**src/rtl/rxstamp_pkg.sv**
```systemverilog
package rxstamp_pkg;
  localparam int STAMP_BYTES = 8;
  localparam int TS_W        = STAMP_BYTES * 8;
  localparam int IDX_W       = $clog2(STAMP_BYTES);
  localparam int SKIP_UNITS  = STAMP_BYTES / 2;
  localparam int SKIP_W      = $clog2(SKIP_UNITS + 1);

  typedef enum logic [1:0] {
    SEL_PASS = 2'd0,
    SEL_TS   = 2'd1,
    SEL_HOLD = 2'd2
  } outSel_e;

  // Strobes from the control FSM to the datapath
  typedef struct packed {
    logic             capture;      // start byte taken in a stamped frame
    logic             frameStart;   // any start byte taken
    logic             stampNow;     // enable level at frameStart
    logic             stampedFrame; // current output frame carries a stamp
    logic             outFire;      // output handshake this cycle
    outSel_e          outSel;
    logic [IDX_W-1:0] byteIdx;
  } ctlStrb_t;
endpackage

```
**src/rtl/rxstamp_ctrl.sv**
```systemverilog
module rxstamp_ctrl
  import rxstamp_pkg::*;
(
  input  logic     clk,
  input  logic     rstN,
  input  logic     stampEn,
  input  logic     inValid,
  input  logic     inSop,
  input  logic     inEop,
  input  logic     outReady,
  input  logic     holdEop,
  output logic     inReady,
  output logic     outValid,
  output logic     outSop,
  output ctlStrb_t strb
);
  typedef enum logic [1:0] {PH_IDLE, PH_STAMP, PH_HELD, PH_BODY} phase_e;

  phase_e           phase, phaseNxt;
  logic [IDX_W-1:0] idx, idxNxt;
  logic             frameStamped;
  logic             inFire, outFire;
  outSel_e          sel;

  always_comb begin
    inReady  = 1'b0;
    outValid = 1'b0;
    outSop   = 1'b0;
    sel      = SEL_PASS;
    phaseNxt = phase;
    idxNxt   = idx;
    case (phase)
      PH_IDLE: begin
        if (stampEn) begin
          inReady = 1'b1;
        end else begin
          outValid = inValid && inSop;
          outSop   = inSop;
          inReady  = inSop ? outReady : 1'b1;
        end
      end
      PH_STAMP: begin
        outValid = 1'b1;
        outSop   = (idx == '0);
        sel      = SEL_TS;
      end
      PH_HELD: begin
        outValid = 1'b1;
        sel      = SEL_HOLD;
      end
      default: begin
        outValid = inValid;
        inReady  = outReady;
      end
    endcase
    inFire  = inValid && inReady;
    outFire = outValid && outReady;
    case (phase)
      PH_IDLE: begin
        if (inFire && inSop) begin
          if (stampEn) begin
            phaseNxt = PH_STAMP;
            idxNxt   = '0;
          end else if (!inEop) begin
            phaseNxt = PH_BODY;
          end
        end
      end
      PH_STAMP: begin
        if (outFire) begin
          if (idx == IDX_W'(STAMP_BYTES - 1)) phaseNxt = PH_HELD;
          else                                idxNxt   = idx + 1'b1;
        end
      end
      PH_HELD: begin
        if (outFire) phaseNxt = holdEop ? PH_IDLE : PH_BODY;
      end
      default: begin
        if (inFire && inEop) phaseNxt = PH_IDLE;
      end
    endcase
  end

  always_ff @(posedge clk) begin
    if (!rstN) begin
      phase        <= PH_IDLE;
      idx          <= '0;
      frameStamped <= 1'b0;
    end else begin
      phase <= phaseNxt;
      idx   <= idxNxt;
      if (phase == PH_IDLE && inFire && inSop) frameStamped <= stampEn;
    end
  end

  always_comb begin
    strb.frameStart   = (phase == PH_IDLE) && inFire && inSop;
    strb.capture      = strb.frameStart && stampEn;
    strb.stampNow     = stampEn;
    strb.stampedFrame = (phase != PH_IDLE) && frameStamped;
    strb.outFire      = outFire;
    strb.outSel       = sel;
    strb.byteIdx      = idx;
  end


  stall_in_chk: assert property (@(posedge clk) disable iff (!rstN)
    (phase == PH_STAMP || phase == PH_HELD) |-> !inReady);


  idx_hold_chk: assert property (@(posedge clk) disable iff (!rstN)
    (phase == PH_STAMP && !outReady) |=> (phase == PH_STAMP) && $stable(idx));
endmodule

```
**src/rtl/rxstamp_dp.sv**
```systemverilog
module rxstamp_dp
  import rxstamp_pkg::*;
#(
  parameter int LEN_W = 16
) (
  input  logic              clk,
  input  logic              rstN,
  input  ctlStrb_t          strb,
  input  logic [TS_W-1:0]   timeNow,
  input  logic [7:0]        inData,
  input  logic              inEop,
  input  logic              outValid,
  input  logic [LEN_W-1:0]  maxLen,
  output logic [7:0]        outData,
  output logic              outEop,
  output logic              outLenErr,
  output logic              holdEop,
  output logic [SKIP_W-1:0] hdrSkip
);
  localparam logic [LEN_W:0] EXTRA = (LEN_W+1)'(STAMP_BYTES);

  logic [TS_W-1:0]  tsHold, tsShift;
  logic [7:0]       holdByte;
  logic             holdEopQ;
  logic [LEN_W-1:0] byteCnt;
  logic [LEN_W:0]   limit, frameLen;

  always_ff @(posedge clk) begin
    if (!rstN) begin
      tsHold   <= '0;
      holdByte <= '0;
      holdEopQ <= 1'b0;
      byteCnt  <= '0;
      hdrSkip  <= '0;
    end else begin
      if (strb.capture) begin
        tsHold   <= timeNow;
        holdByte <= inData;
        holdEopQ <= inEop;
      end
      if (strb.frameStart)
        hdrSkip <= strb.stampNow ? SKIP_W'(SKIP_UNITS) : '0;
      if (strb.outFire) begin
        if (outEop)              byteCnt <= '0;
        else if (byteCnt != '1)  byteCnt <= byteCnt + 1'b1;
      end
    end
  end

  assign tsShift = tsHold << (8 * strb.byteIdx);

  always_comb begin
    case (strb.outSel)
      SEL_TS: begin
        outData = tsShift[TS_W-1 -: 8];
        outEop  = 1'b0;
      end
      SEL_HOLD: begin
        outData = holdByte;
        outEop  = holdEopQ;
      end
      default: begin
        outData = inData;
        outEop  = inEop;
      end
    endcase
  end

  assign limit     = {1'b0, maxLen} + (strb.stampedFrame ? EXTRA : '0);
  assign frameLen  = {1'b0, byteCnt} + 1'b1;
  assign outLenErr = outValid && outEop && (frameLen > limit);
  assign holdEop   = holdEopQ;


  ts_steady_chk: assert property (@(posedge clk) disable iff (!rstN)
    (strb.outSel == SEL_TS && strb.byteIdx != '0) |-> $stable(tsHold));
endmodule

```
**src/rtl/rx_stamp_prepend.sv**
```systemverilog
module rx_stamp_prepend
  import rxstamp_pkg::*;
#(
  parameter int LEN_W = 16
) (
  input  logic              clk,
  input  logic              rstN,
  input  logic [TS_W-1:0]   timeNow,
  input  logic              stampEn,
  input  logic [LEN_W-1:0]  maxLen,
  input  logic              inValid,
  output logic              inReady,
  input  logic [7:0]        inData,
  input  logic              inSop,
  input  logic              inEop,
  output logic              outValid,
  input  logic              outReady,
  output logic [7:0]        outData,
  output logic              outSop,
  output logic              outEop,
  output logic              outLenErr,
  output logic [SKIP_W-1:0] hdrSkip
);
  ctlStrb_t strb;
  logic     holdEop;

  rxstamp_ctrl u_ctrl (
    .clk(clk), .rstN(rstN), .stampEn(stampEn),
    .inValid(inValid), .inSop(inSop), .inEop(inEop),
    .outReady(outReady), .holdEop(holdEop),
    .inReady(inReady), .outValid(outValid), .outSop(outSop), .strb(strb)
  );

  rxstamp_dp #(.LEN_W(LEN_W)) u_dp (
    .clk(clk), .rstN(rstN), .strb(strb), .timeNow(timeNow),
    .inData(inData), .inEop(inEop), .outValid(outValid), .maxLen(maxLen),
    .outData(outData), .outEop(outEop), .outLenErr(outLenErr),
    .holdEop(holdEop), .hdrSkip(hdrSkip)
  );


  out_hold_chk: assert property (@(posedge clk) disable iff (!rstN)
    (outValid && !outReady) |=> outValid && $stable(outData) && $stable(outSop) && $stable(outEop));


  len_err_eop_chk: assert property (@(posedge clk) disable iff (!rstN)
    outLenErr |-> (outValid && outEop));
endmodule

```
**config.mk**
```make
export PLATFORM = sky130hd
export DESIGN_NAME = rx_stamp_prepend
export DESIGN_NICKNAME = d
export VERILOG_FILES = /design/src/rtl/rxstamp_pkg.sv /design/src/rtl/rxstamp_ctrl.sv /design/src/rtl/rxstamp_dp.sv /design/src/rtl/rx_stamp_prepend.sv
export SDC_FILE = /design/constraint.sdc
export NUM_CORES = 1
export LEC_CHECK = 0
export ABC_AREA = 1
export BUFFER_PORTS_ARGS = -buffer_cell sky130_fd_sc_hd__buf_2
export CORE_MARGIN = 4
export CORE_UTILIZATION = 60
export CTS_BUF_LIST = sky130_fd_sc_hd__clkbuf_2
export DETAILED_ROUTE_END_ITERATION = 12
export HOLD_SLACK_MARGIN = 0.08
export PLACE_DENSITY = 0.86
export SLEW_MARGIN = 40
export SYNTH_ARGS = -nofsm -noshare
export SYNTH_HDL_FRONTEND = slang
export SYNTH_SLANG_ARGS = --single-unit
```
**constraint.sdc**
```tcl
create_clock -name clk -period 8.8 [get_ports clk]
set_input_delay 2.2 -clock clk [delete_from_list [all_inputs] [get_ports clk]]
set_output_delay 2.2 -clock clk [all_outputs]
set_load 0.01 [all_outputs]
```
After elaboration in Yosys (flattened, before gate mapping)

Cells that the tools add are included.

Memory bits (read-only): 0
Memories kept: 0
Bits in writable memories: 0
Output and inout bits: 16
Logic and storage cells: 76
Flip-flop bits (word level): 98
Bits of input ports: 95
Bits in latches: 0

$lt $le $gt $ge: 1
Multiplexer cells: 28
Reductions and logical operators: 21
Divide/modulo/power cells: 0
Multiply operators: 0
Add/sub/neg operators: 4
Shifts and indexed selects: 1
Bitwise gates (word level): 0
Equal/unequal tests: 13

Operator list:

| operator                                                         | count |
|---|---|
| 64-bit by 6-bit left shift with 64-bit output                    | 1 |
| 16-bit 2-to-1 mux                                                | 2 |
| 16-bit by 1-bit adder with 17-bit output (second input constant) | 1 |
| 16-bit by 17-bit adder with 17-bit output                        | 1 |
| 17-bit greater-than comparator                                   | 1 |
| 16-bit by 1-bit adder with 16-bit output (second input constant) | 1 |
| 2-bit 2-to-1 mux                                                 | 8 |
| 16-bit != test (second input constant)                           | 1 |
| 8-bit one-hot mux with 2 select lines                            | 1 |
| 3-bit 2-to-1 mux                                                 | 5 |
| 1-bit logical AND                                                | 11 |
| 2-bit by 1-bit != test with 1-bit output (second input constant) | 4 |
| 1-bit one-hot mux with 2 select lines                            | 4 |
| 2-bit one-hot mux with 3 select lines                            | 1 |
| 3-bit one-hot mux with 2 select lines                            | 1 |
| 6-bit AND reduction                                              | 1 |
| 2-bit nonzero test                                               | 3 |
| 5-bit AND reduction                                              | 1 |
| 2-bit by 1-bit == test with 1-bit output (second input constant) | 2 |
| 2-bit == test (second input constant)                            | 2 |
| 1-bit 2-to-1 mux                                                 | 4 |
| 4-bit 2-to-1 mux                                                 | 1 |
| 2-bit != test (second input constant)                            | 2 |
| 2-bit one-hot mux with 2 select lines                            | 1 |
| 8 further kinds                                                  | 8 |

Depth between registers and ports, before layout

Depth after elaboration: 7
Gate-level depth with buffers: 17
Gate-level depth less buffers: 16

Hierarchy

Synthesis repeated with hierarchy kept, for this count alone.

Cell total of the unflattened synthesis: 863
Area, all modules: 5664.2 um^2

By module, submodules not included:

| module       | cells an instance | times used | area an instance (um^2) | seq. area each (um^2) |
|---|---|---|---|---|
| rxstamp_dp   | 768               | 1          | 5082.4                  | 1801.7 |
| rxstamp_ctrl | 95                | 1          | 581.8                   | 120.1 |

Worst setup path before layout

OpenSTA, ideal clock, no wires.

Kind: in2out
From: in maxLen[3]
To: out outLenErr
Data arrival time: 3.991 ns
Data required time: 6.600 ns
Stages: 12
Setup slack: 2.609 ns
Cell sequence: ha_1 -> ha_1 -> nand3_1 -> nor4_1 -> xor2_1 -> ha_1 -> nand4_1 -> nor3_1 -> nand4_1 -> nand3_1 -> nand2_1 -> inv_1

Word-level cells in the longest chain between the ends: 3

RTL lines:

| what                                      | RTL line               | text |
|---|---|---|
| start, declared                           | rx_stamp_prepend.sv:10 | `input logic [LEN_W-1:0] maxLen,` |
| 16-bit by 17-bit adder with 17-bit output | rxstamp_dp.sv:69       | `assign limit = {1'b0, maxLen} + (strb.stampedFrame ? EXTRA : '0);` |
| 17-bit greater-than comparator            | rxstamp_dp.sv:71       | `assign outLenErr = outValid && outEop && (frameLen > limit);` |
| 1-bit logical AND                         | rxstamp_dp.sv:71       |  |
| end, declared                             | rx_stamp_prepend.sv:21 | `output logic outLenErr,` |

No other way between the ends.

Worst setup path in the final report

Same ends and word-level chain as after synthesis.

==> impl_metrics.env <==
export IMPL_routed_wl_mm=14.1
export IMPL_io_buffer_count=108
export IMPL_vias=5630
export IMPL_fmax_mhz=148
export IMPL_ant_nets=0
export IMPL_grtUsageTotal_pct=25.8
export IMPL_pwr_share_comb_pct=40.6
export IMPL_slew_headroom_pct=47.1
export IMPL_grt_pass1_wl_mm=23.9
export IMPL_placeableCoreArea_um2=8850
export IMPL_synth_area_um2=5560
export IMPL_synth_area_leaders="dfxtp_1 34%, nor2_1 14%, o21ai_0 11%"
export IMPL_cts_resized=0
export IMPL_yosysUniqueCellTypes=42
export IMPL_antenna_cells=0
export IMPL_critical_path_required_ns=6.60
export IMPL_drv_cap=0
export IMPL_dominantRegCellSynth="dfxtp_1"
export IMPL_root_buffer="clkbuf_2"
export IMPL_rsz0062_at_grt="no"
export IMPL_numClockSinks=95
export IMPL_drt_initial_drc_count=522
export IMPL_switchingPower_uw=555
export IMPL_wl_per_cell_um=13.9
export IMPL_grt_pass1_vias=5354
export IMPL_yosys_area_top_type_share_pct=34.2
export IMPL_ios=111
export IMPL_die_h_um=104
export IMPL_synthCells=821
export IMPL_grt_overflow_total=0
export IMPL_synthArstFlopShare_pct=0
export IMPL_initial_core_util_pct=62.8
export IMPL_grt_max_degree=96
export IMPL_synth_area_per_cell_um2=6.77
export IMPL_cts_made_buffers=9
export IMPL_clockPowerShare_pct=14.1
export IMPL_crit_path_start_kind="input port"
export IMPL_drc=0
export IMPL_seqPwrFrac_pct=45.3
export IMPL_yosys_area_top_type="dfxtp_1"
export IMPL_end_kind="output port"
export IMPL_rows=34
export IMPL_slowest_delay_ns=0.39
export IMPL_firstDrtPassIters=5
export IMPL_period_minus_slack_ns=6.74
export IMPL_n_fill_cell=770
export IMPL_synth_edff_count=0
export IMPL_antenna_found_initial=0
export IMPL_htree_levels=3
export IMPL_min_path_type="flop to flop"
export IMPL_p_leak_nw=2.95
export IMPL_fin_tns_setup_ns=0
export IMPL_power_switching_share_pct=42.9
export IMPL_viasPerCell=5.58
export IMPL_finalCritPeriodShare_pct=76.6
export IMPL_crit_type="input port to output port"
export IMPL_worst_pin_slew_ns=0.794
export IMPL_synth_seq_area_share_pct=34.2
export IMPL_dieArea_um2=10900
export IMPL_postCtsHoldBufs=0
export IMPL_drive_gt1_share_pct=17.4
export IMPL_internal_power_uw=739
export IMPL_drv_slew=0
export IMPL_place_hpwl_mm=10.2
export IMPL_synthToLayoutAreaGrowth_pct=9.68
export IMPL_clkLatencyLatePin_ns=0.55
export IMPL_critPathSlowestCell="nor4_1"
export IMPL_clk_pin_slew_worst_paths_ns=0.22
export IMPL_nNetsFinal=1022
export IMPL_power_density_nw_per_um2=212
export IMPL_p_total_mw=1.29
export IMPL_cts_tree="built"
export IMPL_skew_ns=0.0484
export IMPL_hold_viol=0
export IMPL_post_cts_buffers=0
export IMPL_finalSetupViolations=0
export IMPL_synth_seq_cells=95
export IMPL_cpMostUsedCell="ha_1"
export IMPL_critical_path_max_fanout=3
export IMPL_status="complete, no violations"
export IMPL_ir_worst_vdd_mv=0.116
export IMPL_fp_dieW_um=104
export IMPL_arrival_ns=4.54
export IMPL_path_cells="buf_2 > ha_1 > ha_1 > nand3_1 > nor4_1 > xor2_1 > ha_1 > nand4_1 > nor3_1 > o21ai_0 > nand3_1 > nand2_1 > inv_1 > buf_2"
export IMPL_cts_buffer_depth=2
export IMPL_yosys_warnings=0
export IMPL_gp_congestion=0.932
## cells in the mapped netlist, types with 2 or more instances
library cell,n
clkbuf_1,26
o221ai_1,12
nor2_1,205
ha_1,30
nand3_1,37
dfxtp_1,95
buf_4,5
o21ai_0,120
inv_1,65
and2_1,3
nand2_1,92
nand4_1,12
nand2_2,12
buf_6,6
xnor2_1,2
o21ai_1,6
nor3_1,9
buf_2,6
a21oi_1,35
inv_2,4
nor3_4,2
nor2_4,3
xor2_1,12
clkbuf_4,2
nor2_2,3
## cells by family (layout without fill, tap and decap cells)
kind of cell | after synthesis | in the layout | synth area share, %
AOI/OAI and AO/OA | 180 | 180 | 17.6
xor gates and xnor gates | 14 | 14 | 2.21
adders and majority gates | 30 | 30 | 6.75
buffers and inverters | 118 | 197 | 9.45
DFF | 95 | 95 | 34.2
other | 1 | 2 | 0.0674
and+or+nand+nor | 383 | 383 | 29.7
## critical path, delay by kind of cell
| family | cells | cell delay (ns) |
|---|---|---|
| fa+ha+maj | 3 | 0.72 |
| compound gates | 1 | 0.16 |
| buf+inv | 3 | 0.24 |
| xor+xnor | 1 | 0.13 |
| simple gates | 6 | 1.10 |
## cell usage in the layout, fill, tap and decap left out, types with 2 or more instances in the layout
cell and instances:
conb_1 2, buf_2 108, nand2_1 92, nor2_1 205, a21oi_1 35, nor2_4 3
nor3_1 9, and2_1 3, xnor2_1 2, inv_2 4, dfxtp_1 94, nand3_1 37
o221ai_1 12, nand4_1 12, o21ai_1 6, ha_1 30, nor2_2 3, clkbuf_2 9
o21ai_0 120, nand2_2 12, buf_4 3, inv_1 65, clkinvlp_4 2, nor3_4 2
inv_6 2, xor2_1 12
## path summary, 6_finish.rpt
kind                   startpoint              end  slack, ns  cells after the start
setup / recovery        maxLen[3]        outLenErr       2.06                     14
hold / removal    u_dp.tsHold[59]  u_dp.tsHold[59]       0.47                      2
setup reg to reg  u_ctrl.phase[1]  u_dp.byteCnt[7]       5.84                     11
hold reg to reg   u_dp.tsHold[59]  u_dp.tsHold[59]       0.47                      2
## power by group through the flow
stage	logic [mW]	registers, mW	clock network [mW]
floorplan	0.417	0.564	0
global placement	0.500	0.587	0
detailed placement	0.520	0.592	0
CTS	0.524	0.583	0.186
global route	0.603	0.598	0.208
finish	0.526	0.586	0.183
## registers in the layout, indices dropped and copies added, names as in the netlist
register and flops:
u_dp.holdByte 8, u_dp.holdEop 1, u_dp.hdrSkip 1, u_ctrl.idx 3, u_ctrl.phase 2, u_dp.byteCnt 16, u_dp.tsHold 64
## area by class of cell
class | instances | area (µm²) | area share (%)
clock buffers | 9 | 45.0 | 0.739
clock inverters | 6 | 45.0 | 0.739
inverters | 71 | 270 | 4.43
multi-input cells | 609 | 3140 | 51.4
flip-flops and latches | 95 | 1900 | 31.2
well taps | 108 | 135 | 2.22
repair buffers | 111 | 563 | 9.23
## stage by stage
| stage | area [µm²] | std cells | worst slack (ns) | hold slack (ns) | util, % |
|---|---|---|---|---|---|
| after floorplan | 5560 | 822 | 2.61 | 0.430 | - |
| after global placement | 6010 | 994 | 2.18 | 0.444 | 67.9 |
| after detailed placement | 6010 | 994 | 2.04 | 0.450 | 67.9 |
| after CTS | 6100 | 1009 | 2.04 | 0.473 | 68.9 |
| after global routing | 6100 | 1009 | 1.79 | 0.508 | 68.9 |
| final | 6100 | 1009 | 2.06 | 0.471 | 68.9 |
## layer usage
metal	global-route usage (%)	share of wire [%]	vias up
li1	-	-	2830
met1	32.0	42	2559
met2	44.2	49	198
met3	3.66	5.3	43
met4	11.8	3.5	0
met5	0	0	-
Note: power is estimated with default switching activity, not from simulation.
